## src/rtl/adc_if_pkg.sv

```systemverilog
package adc_if_pkg;
  typedef enum logic [1:0] {
    MODE_RSV_LO = 2'b00,
    MODE_IMMED  = 2'b01,
    MODE_DEFER  = 2'b10,
    MODE_RSV_HI = 2'b11
  } par_mode_e;

  function automatic logic mode_valid(input par_mode_e m);
    return (m == MODE_IMMED) || (m == MODE_DEFER);
  endfunction
endpackage

```

## src/rtl/adc_sync.sv

```systemverilog
module adc_sync #(
  parameter int          W       = 1,
  parameter logic [W-1:0] RST_VAL = '0
) (
  input  logic         clk_i,
  input  logic         rst_ni,
  input  logic [W-1:0] async_i,
  output logic [W-1:0] lvl_o,
  output logic [W-1:0] fall_o
);
  logic [W-1:0] q1, q2, q3;

  for (genvar i = 0; i < W; i++) begin : g_bit
    always_ff @(posedge clk_i or negedge rst_ni) begin
      if (!rst_ni) begin
        q1[i] <= RST_VAL[i];
        q2[i] <= RST_VAL[i];
        q3[i] <= RST_VAL[i];
      end else begin
        q1[i] <= async_i[i];
        q2[i] <= q1[i];
        q3[i] <= q2[i];
      end
    end
    assign fall_o[i] = q3[i] & ~q2[i];
  end

  assign lvl_o = q2;
endmodule

```

## src/rtl/adc_conv_ctrl.sv

```systemverilog
module adc_conv_ctrl
  import adc_if_pkg::*;
#(
  parameter int DATA_W      = 13,
  parameter int CONV_CYCLES = 30
) (
  input  logic              clk_i,
  input  logic              rst_ni,
  input  logic              start_i,
  input  par_mode_e         mode_i,
  input  logic              hold_i,
  input  logic [DATA_W-1:0] sample_i,
  input  logic [DATA_W-1:0] offset_i,
  output logic              busy_o,
  output logic [DATA_W-1:0] out_word_o,
  output logic              start_err_o
);
  localparam int CNT_W = (CONV_CYCLES > 1) ? $clog2(CONV_CYCLES) : 1;
  localparam logic [CNT_W-1:0] CNT_LOAD = CNT_W'(CONV_CYCLES - 1);

  logic              idle_q;
  logic [CNT_W-1:0]  cnt_q;
  par_mode_e         mode_q;
  logic [DATA_W-1:0] smp_q, pend_q, out_q;
  logic              serr_q;
  logic              accept;
  logic [DATA_W-1:0] sum;

  assign accept = idle_q && start_i && mode_valid(mode_i) && !hold_i;
  assign sum    = smp_q + offset_i;

  always_ff @(posedge clk_i or negedge rst_ni) begin
    if (!rst_ni) begin
      idle_q <= 1'b1;
      cnt_q  <= '0;
      mode_q <= MODE_IMMED;
      smp_q  <= '0;
      pend_q <= '0;
      out_q  <= '0;
      serr_q <= 1'b0;
    end else if (idle_q) begin
      if (accept) begin
        idle_q <= 1'b0;
        cnt_q  <= CNT_LOAD;
        mode_q <= mode_i;
        smp_q  <= sample_i;
        if (mode_i == MODE_DEFER) out_q <= pend_q;
      end
    end else begin
      if (start_i) serr_q <= 1'b1;
      if (cnt_q == '0) begin
        idle_q <= 1'b1;
        if (mode_q == MODE_IMMED) out_q <= sum;
        else                      pend_q <= sum;
      end else begin
        cnt_q <= cnt_q - 1'b1;
      end
    end
  end

  assign busy_o      = idle_q;
  assign out_word_o  = out_q;
  assign start_err_o = serr_q;

  AST_START_DROPS_BUSY: assert property (@(posedge clk_i) disable iff (!rst_ni)
    idle_q && start_i && mode_valid(mode_i) && !hold_i |=> !idle_q);
  AST_BUSY_HOLDS: assert property (@(posedge clk_i) disable iff (!rst_ni)
    !idle_q && cnt_q != '0 |=> !idle_q);
  AST_BAD_MODE_NO_START: assert property (@(posedge clk_i) disable iff (!rst_ni)
    idle_q && !mode_valid(mode_i) |=> idle_q);
  AST_OUT_FROZEN_IDLE: assert property (@(posedge clk_i) disable iff (!rst_ni)
    idle_q && $past(idle_q) |-> $stable(out_q));
  AST_START_ERR_STICKY: assert property (@(posedge clk_i) disable iff (!rst_ni)
    serr_q |=> serr_q);
  AST_HOLD_BLOCKS: assert property (@(posedge clk_i) disable iff (!rst_ni)
    idle_q && hold_i |=> idle_q);
endmodule

```

## src/rtl/adc_bus_port.sv

```systemverilog
module adc_bus_port #(
  parameter int DATA_W = 13
) (
  input  logic              clk_i,
  input  logic              rst_ni,
  input  logic              cs_n_i,
  input  logic              rd_n_i,
  input  logic              wr_fall_i,
  input  logic [DATA_W-1:0] data_i,
  input  logic              busy_i,
  input  logic [DATA_W-1:0] out_word_i,
  output logic [DATA_W-1:0] data_o,
  output logic              data_oe_o,
  output logic [DATA_W-1:0] offset_o,
  output logic              rd_err_o
);
  logic [DATA_W-1:0] offset_q;
  logic              rerr_q;
  logic              oe;

  assign oe = ~cs_n_i & ~rd_n_i;

  always_ff @(posedge clk_i or negedge rst_ni) begin
    if (!rst_ni) begin
      offset_q <= '0;
      rerr_q   <= 1'b0;
    end else begin
      if (wr_fall_i && !cs_n_i) offset_q <= data_i;
      if (oe && !busy_i)        rerr_q   <= 1'b1;
    end
  end

  assign data_oe_o = oe;
  assign data_o    = oe ? out_word_i : '0;
  assign offset_o  = offset_q;
  assign rd_err_o  = rerr_q;

  AST_OFFSET_ONLY_ON_WRITE: assert property (@(posedge clk_i) disable iff (!rst_ni)
    !wr_fall_i |=> $stable(offset_q));
  AST_RD_ERR_STICKY: assert property (@(posedge clk_i) disable iff (!rst_ni)
    rerr_q |=> rerr_q);
  AST_OE_NEEDS_SELECT: assert property (@(posedge clk_i) disable iff (!rst_ni)
    cs_n_i |-> !data_oe_o);
endmodule

```

## src/rtl/adc_par_iface.sv

```systemverilog
module adc_par_iface
  import adc_if_pkg::*;
#(
  parameter int DATA_W      = 13,
  parameter int CONV_CYCLES = 30
) (
  input  logic              clk_i,
  input  logic              rst_ni,
  input  logic              convst_i,
  input  logic              cs_ni,
  input  logic              rd_ni,
  input  logic              wr_i,
  input  logic [1:0]        mode_i,
  input  logic              nap_i,
  input  logic              stby_i,
  input  logic [DATA_W-1:0] sample_i,
  input  logic [DATA_W-1:0] data_i,
  output logic [DATA_W-1:0] data_o,
  output logic              data_oe_o,
  output logic              busy_o,
  output logic              mode_err_o,
  output logic              start_err_o,
  output logic              rd_err_o
);
  localparam int NSYNC = 4;
  // bit order: convst, cs_n, rd_n, wr ; idle levels high, high, high, low
  localparam logic [NSYNC-1:0] SYNC_RST = 4'b1110;

  logic [NSYNC-1:0]  s_lvl, s_fall;
  logic [DATA_W-1:0] offset, out_word;
  logic              busy;
  par_mode_e         mode;

  assign mode = par_mode_e'(mode_i);

  adc_sync #(.W(NSYNC), .RST_VAL(SYNC_RST)) u_sync (
    .clk_i  (clk_i),
    .rst_ni (rst_ni),
    .async_i({convst_i, cs_ni, rd_ni, wr_i}),
    .lvl_o  (s_lvl),
    .fall_o (s_fall)
  );

  adc_conv_ctrl #(.DATA_W(DATA_W), .CONV_CYCLES(CONV_CYCLES)) u_ctrl (
    .clk_i      (clk_i),
    .rst_ni     (rst_ni),
    .start_i    (s_fall[3]),
    .mode_i     (mode),
    .hold_i     (nap_i | stby_i),
    .sample_i   (sample_i),
    .offset_i   (offset),
    .busy_o     (busy),
    .out_word_o (out_word),
    .start_err_o(start_err_o)
  );

  adc_bus_port #(.DATA_W(DATA_W)) u_bus (
    .clk_i     (clk_i),
    .rst_ni    (rst_ni),
    .cs_n_i    (s_lvl[2]),
    .rd_n_i    (s_lvl[1]),
    .wr_fall_i (s_fall[0]),
    .data_i    (data_i),
    .busy_i    (busy),
    .out_word_i(out_word),
    .data_o    (data_o),
    .data_oe_o (data_oe_o),
    .offset_o  (offset),
    .rd_err_o  (rd_err_o)
  );

  assign busy_o     = busy;
  assign mode_err_o = !mode_valid(mode);

  AST_MODE_ERR_BLOCKS: assert property (@(posedge clk_i) disable iff (!rst_ni)
    mode_err_o && busy_o |=> busy_o);
endmodule

```

## config.mk

```make
export PLATFORM = sky130hd
export DESIGN_NAME = adc_par_iface
export DESIGN_NICKNAME = d
export VERILOG_FILES = /design/src/rtl/adc_if_pkg.sv /design/src/rtl/adc_sync.sv /design/src/rtl/adc_conv_ctrl.sv /design/src/rtl/adc_bus_port.sv /design/src/rtl/adc_par_iface.sv
export SDC_FILE = /design/constraint.sdc
export NUM_CORES = 1
export LEC_CHECK = 0
export ABC_AREA = 1
export BUFFER_PORTS_ARGS = -buffer_cell sky130_fd_sc_hd__buf_2
export CAP_MARGIN = 20
export CORE_UTILIZATION = 25
export DETAILED_ROUTE_END_ITERATION = 8
export SLEW_MARGIN = 20
export SYNTH_ARGS = -nofsm -noshare
export SYNTH_HDL_FRONTEND = slang
export SYNTH_SLANG_ARGS = --single-unit
```

## constraint.sdc

```tcl
create_clock -name clk_i -period 1.9 [get_ports clk_i]
set_input_delay 0.285 -clock clk_i [delete_from_list [all_inputs] [get_ports clk_i]]
set_output_delay 0.285 -clock clk_i [all_outputs]
set_load 0.005 [all_outputs]
```

Word level (Yosys, flattened, before mapping) --
Cells that the tools add are included.
Word-level totals: output and inout port bits 18, register bits after elaboration 72
Cells by class: equality and inequality tests 6, reduce and logical (&&, ||, !) cells 18, bitwise operators 10, mux-type cells 12, add/subtract/negate cells 2
Operators with widths (count):
- 13-bit 2-to-1 mux | 6
- 5-bit 2-to-1 mux | 3
- 13-bit adder | 1
- 1-bit NOT | 6
- 2-bit AND reduction | 3
- 1-bit logical AND | 5
- 5-bit logical NOT | 1
- 5-bit by 1-bit subtractor with 5-bit output, second input constant | 1
- 2-bit by 1-bit == test with 1-bit output, second input constant | 2
- 1-bit logical NOT | 4
- 2-bit != test, second input constant | 2
- 4-bit AND reduction | 1
- 2-bit nonzero test | 2
- 1-bit bitwise AND | 3
- 1-bit 2-to-1 mux | 3
- 3-bit AND reduction | 1
- 2-bit == test, second input constant | 1
- 2-bit by 1-bit != test with 1-bit output, second input constant | 1
- 1-bit logical OR | 1
- 1-bit bitwise OR | 1

Longest topological paths before layout --
depth after elaboration 7, mapped depth 11, depth with buffers taken out 11

Modules after synthesis --
From an unflattened synthesis, not the netlist that was laid out.
Unflattened totals: cell total of the unflattened synthesis 468, area, all modules 3852.4 um^2
Modules (own cells, without submodules):
- adc_conv_ctrl | cells an instance 351, times used 1, area each 2790.2 um^2
- adc_bus_port | cells an instance 91, times used 1, area each 685.7 um^2
- adc_sync | cells an instance 20, times used 1, area each 351.6 um^2
- adc_par_iface | cells an instance 6, times used 1, area each 25.0 um^2

Worst setup path before layout --
No wires, ideal clock.
path kind reg-to-reg, start point register u_bus.offset_q[0], in the netlist u_bus.offset_o[0], end point register u_ctrl.out_q[8], in the netlist u_ctrl.out_word_o[8], data arrival time 1599 ps, cell stages (with the launch flop) 11, library setup time 116 ps, setup slack 184 ps, path buffers 0, clock period less this slack 1716 ps, path through dfrtp_1 -> ha_1 -> fa_1 -> nand3_1 -> nand2_1 -> nand2_1 -> nand2_1 -> xnor2_1 -> nand2_1 -> nand2_1 -> nand2_1
On the way: longest elaborated chain between the ends 4
RTL lines:
- start: declaration | line adc_bus_port.sv:17 | logic [DATA_W-1:0] offset_q;
- start signal: assignment | line adc_bus_port.sv:28 | if (wr_fall_i && !cs_n_i) offset_q <= data_i;
- 13-bit adder | line adc_conv_ctrl.sv:30 | assign sum = smp_q + offset_i;
- 13-bit 2-to-1 mux | line adc_conv_ctrl.sv:53 | if (mode_q == MODE_IMMED) out_q <= sum;
- 13-bit 2-to-1 mux | line adc_conv_ctrl.sv:51 | if (cnt_q == '0) begin
- 13-bit 2-to-1 mux | line adc_conv_ctrl.sv:41 | end else if (idle_q) begin
- end signal: assignment | line adc_conv_ctrl.sv:47 | if (mode_i == MODE_DEFER) out_q <= pend_q;
- end signal: assignment | line adc_conv_ctrl.sv:53
- end: declaration | line adc_conv_ctrl.sv:24 | logic [DATA_W-1:0] smp_q, pend_q, out_q;
Every way passes these cells. The select of a mux whose other input is x is not followed. A chain may end at the register's enable or synchronous reset.

Worst setup path after layout --
start point register u_bus.offset_q[0], in the netlist u_bus.offset_o[0], end point register u_ctrl.out_q[12], in the netlist u_ctrl.out_word_o[12]
The elaborated chain is that of the path after synthesis.

==> flow_results.org <==
** Floorplanning
- Number of rows created at floorplan :: 44
- The floorplan step defined a die boundary enclosing about 0.015 sq mm.
- Initial core utilization :: 25.52%
- The region available for standard cell placement spans about 0.014 sq mm.
- The die is between 100 and 150 um tall.
- between 50 and 60 I/O pins were placed.
- Measured along the x axis, the die boundary spans 123.6 um.

** Final layout
- Number of cells in the finished layout apart from fillers :: 670
- Leaving out fill and tap cells, the most frequent cell in the layout is sky130_fd_sc_hd__nand2_1.
- Antenna diode count :: 0
- Number of inserted filler cells in the final layout :: ~1500
- Net count, final :: 533
- At the end of the flow the core is filled with cells to between 30% and 40%.
- Share of layout cells above drive strength 1 :: between 20% and 30%
- The library cells used most frequently in the layout, excluding fill and tap cells, are 109 x sky130_fd_sc_hd__nand2_1, 63 x sky130_fd_sc_hd__dfrtp_1, 58 x sky130_fd_sc_hd__inv_1.
- Synthesis-to-finish area growth :: 23.40%

** STA
- Worst-case headroom to the max-slew limit :: between 70% and 80%
- Setup violations remaining at the end of the flow were counted as 0.
- TNS Setup :: 0 ps
- Total count of max-transition violations in the final report :: 0
- Worst Tran Pin Value :: around 400 ps
- Unrepaired setup endpoints after global routing :: true
- Worst setup skew after layout :: 4.505 ps
- In the finished design, the share of the clock period the worst path needs comes to between 90% and 100%.
- The routed design could run at a clock period as short as around 1800 ps.
- Derived from the worst setup path, the maximum achievable clock frequency is 567.5 MHz.
- Final Hold Slack :: 57.79 ps
- Hold Vio Cnt, Final :: 0

** Critical path
- The signal on the critical path passes through ha_2, fa_2, nand3_1, nand2_1, nand3_1, nand3_1, nand2_1, nand3_1, nand2_1, nand2_1.
- STA classifies the critical path endpoint as a register.
- Of all nets on the critical path, the largest fanout is 4.
- Data arrival time at the worst-slack endpoint :: approximately 2000 ps
- On the worst path, the slowest cell contributes a delay of 380 ps.
- Worst-case reg-to-reg path depth :: 10
- Setup crit start kind :: register
- Counting both buffers and inverters, the worst setup path holds a total of 0.
- Gate family responsible for the most delay along the worst path :: simple AND/OR/NAND/NOR gates
- The critical path is of the register to register type.
- CP Data Required Time :: 2120 ps
- Slowest CP cell :: sky130_fd_sc_hd__dfrtp_1
- Logic depth of the worst setup path including buffers :: 10

** Yosys
- Synthesis inferred 72 register bits.
- Mean area per synthesized cell :: slightly below 9 sq um
- Counting flops with a built-in enable in the synthesized netlist gives 0.
- Total of warnings raised by yosys :: 0
- Synth unique cells :: 30
- Most common flop cell mapped by yosys :: sky130_fd_sc_hd__dfrtp_1
- Sequential-to-total area share from yosys stat :: about half
- Netlist area before placement :: roughly 0.0037 sq mm
- Synthesis produced a netlist whose cell count is between 400 and 500.
- Share of flip-flops with an asynchronous set or reset after synthesis :: 100.0%
- Number of nets produced by synthesis :: 472

** Pwr
- Peak supply drop :: between 0.0004 and 0.0005 V
- In this run the power density over the cells is roughly 1500 mW/mm^2.
- Static Leakage :: approximately 0.0024 uW

** Route
- For this block, the routed nets add up to 7.879 mm of wire.
- First drt pass iteration count :: 4
- Iter 0 DRT Violations :: approximately 120
- Routed vias :: 2856
- Post-detailed-route wirelength per cell :: about 12 um
- Once detail routing completed, the nets flagged for antenna violations numbered 0.
- Final routed DRC violation total :: 0
- Dividing the detail-routed via count by the number of cells gives roughly 4.3.

** Status
- Run status :: finished, final reports clean

** Global routing
- The initial antenna violation count came to 0.
- GRT Total Usage :: 11.14%
- Entering global routing, the biggest net connects 57 pins.
- The number of global-route vias before repair was 2714.
- Global routing finished with a remaining overflow of 0.
- Global-route wire length before repair :: ~13 mm

** Placed design
- The wire-length estimate of the detail-placed layout is 5.924 mm.
- Port buffering added 53 buffers.
- At the end of routability-driven placement, the weighted congestion stood at between 0.8 and 0.9.
- After detailed placement, the design holds a cell count of ~650.

** Clock network
- Worst-skew pair later-pin latency :: roughly 330 ps
- After clock tree synthesis, the setup repair step added 0 buffers.
- The longest clock path from root to sink contains 2 buffers.
- The clock net in this run drives a total of a little over 70 sinks.
- Clock Pin Slew Worst Setup and Hold Paths :: about 60 ps
- The H-tree was split into 3 levels.
- CTS tree :: done
- Root buf cell :: sky130_fd_sc_hd__clkbuf_16
- TritonCTS created 9 clock buffers.

** Hold path
- Worst hold path class :: input port to register
- Counting instances, the worst hold path has a depth of 1.

** Run
- Max-Cap Viols :: 0
[worst paths after layout]
path                                          startpoint                                 to  slack, ps
setup / recovery           u_bus.offset_o[0]$_DFFE_PN0P_  u_ctrl.out_word_o[12]$_DFFE_PN0P_        140
min in group asynchronous                         rst_ni       u_ctrl.mode_q[1]$_DFFE_PN0P_        430
hold reg to reg                   u_sync.q1[0]$_DFF_PN0_          u_sync.lvl_o[0]$_DFF_PN0_        350
setup reg to reg           u_bus.offset_o[0]$_DFFE_PN0P_  u_ctrl.out_word_o[12]$_DFFE_PN0P_        140
hold / removal                                     rd_ni             u_sync.q1[1]$_DFF_PN1_         60
max in group asynchronous                         rst_ni      u_bus.offset_o[1]$_DFFE_PN0P_        850
[power breakdown]
part | switching (uW) | leakage (uW) | internal, uW | total, uW
logic | 1560 | 0.00137 | 1060 | 2630
registers | 283 | 0.000847 | 2070 | 2360
clock network | 624 | 0.000162 | 1280 | 1900
[flip-flops by register name, summed over array words and instances (netlist names)]
signal,cells
u_sync.q3,2
u_bus.offset_o,13
u_ctrl.start_err_o,1
u_ctrl.mode_q,2
u_bus.rd_err_o,1
u_ctrl.smp_q,13
u_ctrl.cnt_q,5
u_sync.q1,4
u_ctrl.pend_q,13
u_ctrl.busy_o,1
u_sync.lvl_o,4
u_ctrl.out_word_o,13
[area by class of cell]
cell class,instances,area [sq um],share of cell area [%]
Multi-Input combinational cell,276,1604,35.18
Clock inverter,6,107.6,2.360
Sequential cell,72,1813,39.76
Tap cell,184,230.2,5.049
Timing Repair Buffer,62,347.8,7.629
Inverter,60,227.7,4.995
Clock buffer,10,229.0,5.022
[cell usage after synthesis, types with 4 or more instances]
cell                         n  area [sq um]
sky130_fd_sc_hd__ha_1       15         187.7
sky130_fd_sc_hd__mux2_4     10         150.1
sky130_fd_sc_hd__xor2_1      4         35.03
sky130_fd_sc_hd__inv_1      59         221.5
sky130_fd_sc_hd__nand4_1     5         31.28
sky130_fd_sc_hd__mux2_2     16         180.2
sky130_fd_sc_hd__dfstp_2     9         236.5
sky130_fd_sc_hd__buf_2       4         20.02
sky130_fd_sc_hd__clkbuf_1    5         18.77
sky130_fd_sc_hd__xnor2_1     4         35.03
sky130_fd_sc_hd__dfrtp_1    63          1577
sky130_fd_sc_hd__nand3_1    21         105.1
sky130_fd_sc_hd__o21ai_0    22         110.1
sky130_fd_sc_hd__a21oi_1     9         45.04
sky130_fd_sc_hd__nand2_1   109         409.1
sky130_fd_sc_hd__nor2_1     44         165.2
[routing by layer]
layer  GRT usage [%]  part of all wire, %  routed length (um)  up-vias
met5               0                    0                   0        -
met4           4.443                  1.2                  91        0
met3           2.427                  3.9                 308       10
met2           16.20                   44                3465       59
met1           15.95                   51                4014     1334
li1                -                    -                   -     1453
[worst register-to-register path, cell delays in order (launching register included)]
cell,delay [ps]
sky130_fd_sc_hd__dfrtp_1,380
sky130_fd_sc_hd__ha_2,210
sky130_fd_sc_hd__fa_2,350
sky130_fd_sc_hd__nand3_1,90
sky130_fd_sc_hd__nand2_1,110
sky130_fd_sc_hd__nand3_1,120
sky130_fd_sc_hd__nand3_1,90
sky130_fd_sc_hd__nand2_1,90
sky130_fd_sc_hd__nand3_1,80
sky130_fd_sc_hd__nand2_1,80
sky130_fd_sc_hd__nand2_1,50
[metrics by stage]
step                area, sq um  worst slack, ps  power (uW)
detailed placement         4190            72.10        4939
finish                     4559            138.0        6883
CTS                        4537            48.83        6884
floorplan                  3695            184.5        4254
global placement           4190            132.1        4849
global route               4559           -34.31        7499
[timing repair]
item                                    in CTS  in global routing
gates resized for setup                      0                  7
endpoints found under the setup margin       0                 12
endpoints found under the hold margin        7                  0
hold buffers                                 1                  0
[cell families after synthesis]
group	Yosys count	synth area share [%]
and+or+nand+nor	183	19.95
DFF	72	49.07
muxes	26	8.940
buffers and inverters	72	8.059
adders and majority gates	16	5.621
AOI/OAI and AO/OA	43	6.468
xor gates and xnor gates	8	1.896
(Power assumes the default switching activity.)
